<file path="config.mk">
export PLATFORM = sky130hd
export DESIGN_NAME = pio_range_decoder
export DESIGN_NICKNAME = d
export VERILOG_FILES = /design/src/rtl/pio_dec_pkg.sv /design/src/rtl/pio_range_regs.sv /design/src/rtl/pio_range_match.sv /design/src/rtl/pio_range_pick.sv /design/src/rtl/pio_range_decoder.sv
export SDC_FILE = /design/constraint.sdc
export NUM_CORES = 1
export LEC_CHECK = 0
export ABC_CLOCK_PERIOD_IN_PS = 2450
export BUFFER_PORTS_ARGS = -buffer_cell sky130_fd_sc_hd__buf_2
export CORE_UTILIZATION = 25
export CTS_BUF_LIST = sky130_fd_sc_hd__clkbuf_16
export DETAILED_ROUTE_END_ITERATION = 8
export GPL_ROUTABILITY_DRIVEN = 0
export PLACE_DENSITY_LB_ADDON = 0.08
export SYNTH_ARGS = -nofsm -noshare
export SYNTH_HDL_FRONTEND = slang
export SYNTH_SLANG_ARGS = --single-unit
</file>
<file path="constraint.sdc">
create_clock -name clk -period 2.45 [get_ports clk]
set_input_delay 0.3675 -clock clk [delete_from_list [all_inputs] [get_ports clk]]
set_output_delay 0.3675 -clock clk [all_outputs]
set_load 0.005 [all_outputs]
</file>
<file path="src/rtl/pio_dec_pkg.sv">
package pio_dec_pkg;
    localparam int WORD_W    = 32;
    localparam int ADDR_W    = 25;
    localparam int NODE_W    = 3;
    localparam int LINK_W    = 2;
    localparam int BND_LO    = 12;
    localparam int BND_HI    = 24;
    localparam int SMALL_TOP = 16;          // addresses below 2**16 are legacy space
    localparam int BIT_RDEN  = 0;
    localparam int BIT_WREN  = 1;
    localparam int BIT_DISP  = 4;
    localparam int BIT_ALIAS = 5;
    localparam int LINK_LO   = 4;
    localparam logic [WORD_W-1:0] BASE_KEEP  = 32'h01FF_F033;
    localparam logic [WORD_W-1:0] LIMIT_KEEP = 32'h01FF_F037;
    localparam logic [LINK_W-1:0] LINK_RSVD  = 2'b11;
    localparam logic [9:0] DISP_A_LO = 10'h3B0;
    localparam logic [9:0] DISP_A_HI = 10'h3BB;
    localparam logic [9:0] DISP_B_LO = 10'h3C0;
    localparam logic [9:0] DISP_B_HI = 10'h3DF;
endpackage

</file>
<file path="src/rtl/pio_range_regs.sv">
module pio_range_regs
    import pio_dec_pkg::*;
#(
    parameter int NUM_PAIRS = 4,
    localparam int PAIR_W = (NUM_PAIRS > 1) ? $clog2(NUM_PAIRS) : 1,
    localparam int WIDX_W = PAIR_W + 1
) (
    input  logic                               clk,
    input  logic                               rst_n,
    input  logic                               wr_en,
    input  logic [WIDX_W-1:0]                  wr_idx,
    input  logic [WORD_W-1:0]                  wr_data,
    input  logic [WIDX_W-1:0]                  rd_idx,
    output logic [WORD_W-1:0]                  rd_data,
    output logic [NUM_PAIRS-1:0][WORD_W-1:0]   base_q,
    output logic [NUM_PAIRS-1:0][WORD_W-1:0]   limit_q
);
    for (genvar p = 0; p < NUM_PAIRS; p++) begin : g_pair
        logic sel;
        logic [WORD_W-1:0] lim_next;
        assign sel = wr_en && (32'(wr_idx[WIDX_W-1:1]) == p);

        always_comb begin
            lim_next = wr_data & LIMIT_KEEP;
            if (wr_data[LINK_LO +: LINK_W] == LINK_RSVD)
                lim_next[LINK_LO +: LINK_W] = limit_q[p][LINK_LO +: LINK_W];
        end

        always_ff @(posedge clk) begin
            if (!rst_n) begin
                base_q[p]  <= '0;
                limit_q[p] <= '0;
            end else if (sel) begin
                if (wr_idx[0]) limit_q[p] <= lim_next;
                else           base_q[p]  <= wr_data & BASE_KEEP;
            end
        end
    end

    always_comb begin
        rd_data = '0;
        for (int p = 0; p < NUM_PAIRS; p++) begin
            if (32'(rd_idx[WIDX_W-1:1]) == p)
                rd_data = rd_idx[0] ? limit_q[p] : base_q[p];
        end
    end
endmodule

</file>
<file path="src/rtl/pio_range_match.sv">
module pio_range_match
    import pio_dec_pkg::*;
(
    input  logic [WORD_W-1:0] base_w,
    input  logic [WORD_W-1:0] limit_w,
    input  logic [ADDR_W-1:0] addr,
    input  logic              is_write,
    output logic              match
);
    logic       dir_ok;
    logic       small_space;
    logic [9:0] low10;
    logic       in_disp;
    logic       in_bounds;
    logic       aliased;
    logic       unused_bits;

    assign unused_bits = ^{base_w[31:25], base_w[11:6], base_w[3:2],
                           limit_w[31:25], limit_w[11:0]};

    assign dir_ok      = is_write ? base_w[BIT_WREN] : base_w[BIT_RDEN];
    assign small_space = (addr[ADDR_W-1:SMALL_TOP] == '0);
    assign low10       = addr[9:0];
    assign in_disp     = small_space &&
                         (((low10 >= DISP_A_LO) && (low10 <= DISP_A_HI)) ||
                          ((low10 >= DISP_B_LO) && (low10 <= DISP_B_HI)));
    assign in_bounds   = (addr[BND_HI:BND_LO] >= base_w[BND_HI:BND_LO]) &&
                         (addr[BND_HI:BND_LO] <= limit_w[BND_HI:BND_LO]);
    assign aliased     = base_w[BIT_ALIAS] && small_space && (addr[9:8] != 2'b00);

    assign match = dir_ok && ((base_w[BIT_DISP] && in_disp) || (in_bounds && !aliased));
endmodule

</file>
<file path="src/rtl/pio_range_pick.sv">
module pio_range_pick #(
    parameter int NUM_PAIRS = 4,
    localparam int PAIR_W = (NUM_PAIRS > 1) ? $clog2(NUM_PAIRS) : 1
) (
    input  logic [NUM_PAIRS-1:0] hits,
    output logic                 any,
    output logic [PAIR_W-1:0]    win
);
    always_comb begin
        any = |hits;
        win = '0;
        for (int p = NUM_PAIRS - 1; p >= 0; p--) begin
            if (hits[p]) win = PAIR_W'(p);
        end
    end
endmodule

</file>
<file path="src/rtl/pio_range_decoder.sv">
module pio_range_decoder
    import pio_dec_pkg::*;
#(
    parameter int NUM_PAIRS = 4,
    localparam int PAIR_W = (NUM_PAIRS > 1) ? $clog2(NUM_PAIRS) : 1,
    localparam int WIDX_W = PAIR_W + 1
) (
    input  logic              clk,
    input  logic              rst_n,
    input  logic              cfg_wr_en,
    input  logic [WIDX_W-1:0] cfg_wr_idx,
    input  logic [31:0]       cfg_wr_data,
    input  logic [WIDX_W-1:0] cfg_rd_idx,
    output logic [31:0]       cfg_rd_data,
    input  logic              lk_valid,
    input  logic [24:0]       lk_addr,
    input  logic              lk_write,
    output logic              rs_valid,
    output logic              rs_hit,
    output logic [2:0]        rs_node,
    output logic [1:0]        rs_link,
    output logic [PAIR_W-1:0] rs_idx
);
    logic [NUM_PAIRS-1:0][WORD_W-1:0] base_q;
    logic [NUM_PAIRS-1:0][WORD_W-1:0] limit_q;
    logic [NUM_PAIRS-1:0]             pair_hit;
    logic                             any_hit;
    logic [PAIR_W-1:0]                win_idx;
    logic [WORD_W-1:0]                win_limit;

    pio_range_regs #(.NUM_PAIRS(NUM_PAIRS)) u_regs (
        .clk     (clk),
        .rst_n   (rst_n),
        .wr_en   (cfg_wr_en),
        .wr_idx  (cfg_wr_idx),
        .wr_data (cfg_wr_data),
        .rd_idx  (cfg_rd_idx),
        .rd_data (cfg_rd_data),
        .base_q  (base_q),
        .limit_q (limit_q)
    );

    for (genvar p = 0; p < NUM_PAIRS; p++) begin : g_match
        pio_range_match u_match (
            .base_w   (base_q[p]),
            .limit_w  (limit_q[p]),
            .addr     (lk_addr),
            .is_write (lk_write),
            .match    (pair_hit[p])
        );
    end

    pio_range_pick #(.NUM_PAIRS(NUM_PAIRS)) u_pick (
        .hits (pair_hit),
        .any  (any_hit),
        .win  (win_idx)
    );

    assign win_limit = limit_q[win_idx];

    always_ff @(posedge clk) begin
        if (!rst_n) begin
            rs_valid <= 1'b0;
            rs_hit   <= 1'b0;
            rs_node  <= '0;
            rs_link  <= '0;
            rs_idx   <= '0;
        end else begin
            rs_valid <= lk_valid;
            rs_hit   <= lk_valid && any_hit;
            if (lk_valid && any_hit) begin
                rs_node <= win_limit[NODE_W-1:0];
                rs_link <= win_limit[LINK_LO +: LINK_W];
                rs_idx  <= win_idx;
            end else begin
                rs_node <= '0;
                rs_link <= '0;
                rs_idx  <= '0;
            end
        end
    end
endmodule

</file>
==> metrics.yaml <==
yosys:
  avgSynthCellArea_um2: 8.44
  ys_ff_latch: 149
  synthFlopType: "dfxtp_1"
  syn-cell-area_um2: 9660
  async_reset_ff_share_pct: 0
  yosysSeqAreaShare_pct: 30.9
  synth_edf_count: 0
  yosysWarningCount: 0
  syn_inst: 1144
  yosysUniqueCellTypes: 58
sta:
  timing.final.crit_share_pct: 102
  max_freq_mhz: 398
  worst_slack_ns: -0.0606
  slew_violations: 0
  worst_slew_pin_slew_ns: 0.803
  slew_headroom_pct: 46.3
  finClkSkew_ns: 0.0111
  min_period_ns: 2.51
  rsz0062_at_grt: "yes"
  hold_viol: 0
  setup_viol: 5
global_routing:
  grt_pass1_wl_mm: 56.9
  antenna_found_initial: 0
  grt_pass1_vias: 8641
  grt_max_degree: 101
  grt.total_usage_pct: 20.3
  grt.overflow.total: 0
placement:
  io_buffers: 76
  dp_hpwl_mm: 27.7
  placed_area_um2: 11600
detailed_routing:
  drc: 0
  first_pass_iters: 5
  wirelength_mm: 38.9
  drt_iter0_drc: 390
  wl_per_cell_um: 20.9
  routed_via_density: 4.67
  antenna_left: 0
  vias: 8696
clock_network:
  clock_path_buffers: 2
  cts_tree: "built"
  cts_buffers: 17
  cts_sinks: 149
  clkTransAtPathRegs_ns: 0.07
  cts.htree.levels: 4
  cts_root_buf: "clkbuf_16"
  clk_latency_ns: 0.45
die:
  rows: 71
  die_w_um: 199
  die-area_um2: 39400
  initial_core_util_pct: 25.5
  design.core.area_um2: 37800
  die_height_um: 199
  boundaryPins: 109
critical_path:
  path_max_fanout: 6
  required_ns: 2.76
  cp.arrival_ns: 2.82
  worstSetupEndpointType: "flip-flop"
  critPathLaunchType: "flip-flop"
  rrSetupSlack_ns: -0.06
  worstSetupPathType: "flip-flop to flip-flop"
layout:
  area_growth_pct: 36.1
  design_area_um2: 13100
  insertedDiodeCount: 0
  layout_commonest_cell: "nand2_1"
  drive_gt1_share_pct: 35.1
  nNetsFinal: 1510
  final_cell_mix: "nand2_1 (286), buf_4 (156), a21boi_0 (132)"
  fillers: 4055
run_status:
  outcome: "finished with violations"
  violations: "negative setup slack"
job:
  drv_cap: 0
power:
  power_mw: 6.40
  vdd_ir_drop_max_mv: 0.489
  leakage_nw: 4.96
  power.density_nw_per_um2: 487
worst_hold_path:
  min_path_type: "primary input to flip-flop"
==> critical path, stage by stage, from the launching register on <==
cell       delay (ns)
dfxtp_2          0.36
ha_4             0.20
nand2b_4         0.14
a2111oi_4        0.37
buf_4            0.17
nand4b_1         0.11
a21o_1           0.15
a211oi_2         0.09
nand2b_4         0.20
buf_8            0.15
a2111oi_4        0.38
a2111oi_4        0.05
==> what timing repair did <==
| action | CTS | global route |
|---|---|---|
| resized for setup | 99 | 69 |
| pin swaps | 32 | 50 |
| hold buffers | 0 | 0 |
| setup buffers | 3 | 7 |
| cloned | 1 | 0 |
| setup endpoints to repair | 8 | 8 |
==> sequential cells by signal, indices dropped and copies added, names as in the netlist <==
| name | count |
|---|---|
| u_regs.limit_q | 72 |
| u_regs.base_q | 68 |
| rs_node | 3 |
| rs_idx | 2 |
| rs_link | 2 |
| rs_hit | 1 |
| rs_valid | 1 |
==> synthesized netlist by cell type, types with 2 or more instances <==
library cell  instances  area (um^2)
a2111oi_0             6         52.6
a2111oi_1             5         50.1
a211oi_1              7         52.6
a21boi_0            136         1020
a21o_1                4         30.0
a21oi_1              34          170
a31oi_1               3         18.8
and2_1                2         12.5
and3_1                2         12.5
and4_1                9         78.8
buf_1                 3         11.3
buf_2                 3         15.0
buf_4                22          165
clkbuf_1             47          176
clkbuf_2              7         35.0
dfxtp_1             149         2980
ha_1                104         1300
inv_1               106          398
mux2_2               18          203
mux2i_1               3         30.0
mux4_2               35          788
nand2_1             287         1080
nand2b_1              6         37.5
nand3_1              15         75.1
nand3b_1              3         22.5
nand4_1              14         87.6
nor2_1               28          105
nor2b_1               8         50.1
nor3_1               10         50.1
nor3b_1               6         45.0
nor4_1                3         18.8
o211a_1               2         20.0
o211ai_1              2         15.0
o21ai_0              20          100
o21bai_1              2         15.0
o221a_2               8         90.1
o31ai_1               3         22.5
or2_2                 2         12.5
==> worst paths after layout <==
path	startpoint	to	cells after the start
min	cfg_wr_data[2]	u_regs.limit_q[34]	3
min reg2reg	u_regs.base_q[111]	u_regs.base_q[111]	2
max	u_regs.base_q[44]	rs_node[1]	11
max reg2reg	u_regs.base_q[44]	rs_node[1]	11
==> cell type report <==
class	instances	area [um^2]	area share, %
Clock buffer	17	425	3.24
Clock inverter	15	190	1.45
Inverter	106	400	3.05
Multi-Input combinational cell	819	6670	50.8
Sequential cell	149	3020	23.0
Tap cell	511	639	4.86
Timing Repair Buffer	245	1800	13.7
==> power by group <==
part | total, mW | switching (mW) | internal (mW) | leakage (nW)
combinational | 1.06 | 0.586 | 0.471 | 3.43
sequential | 2.51 | 0.0369 | 2.47 | 1.22
clock | 2.84 | 1.14 | 1.69 | 0.309
total | 6.40 | 1.77 | 4.64 | 4.96
==> kinds of logic after synthesis <==
logic type,share of synthesized area (%)
and+or+nand+nor,18.2
AOI/OAI and AO/OA,18.4
buffers and inverters,8.41
DFF,30.9
adders and majority gates,13.5
muxes,10.6
other,0.0388
==> routing by layer <==
layer,part of all wire (%),track usage (%)
met1,51,29.3
met2,46,32.2
met3,2.9,2.85
met4,0.71,3.42
met5,0,0
==> through the flow <==
stage	worst slack (ns)	hold slack (ns)	std cells	setup TNS (ns)	utilization (%)
finish	-0.0606	0.198	1862	-0.236	34.7
global route	-0.211	0.197	1862	-1.02	34.7
CTS	-0.0757	0.177	1856	-0.323	33.6
detailed placement	-0.716	0.474	1821	-4.76	30.7
global placement	-0.664	0.466	1821	-4.33	30.7
floorplan	0.00113	0.449	1157	0	-
(Power assumes the default switching activity.)
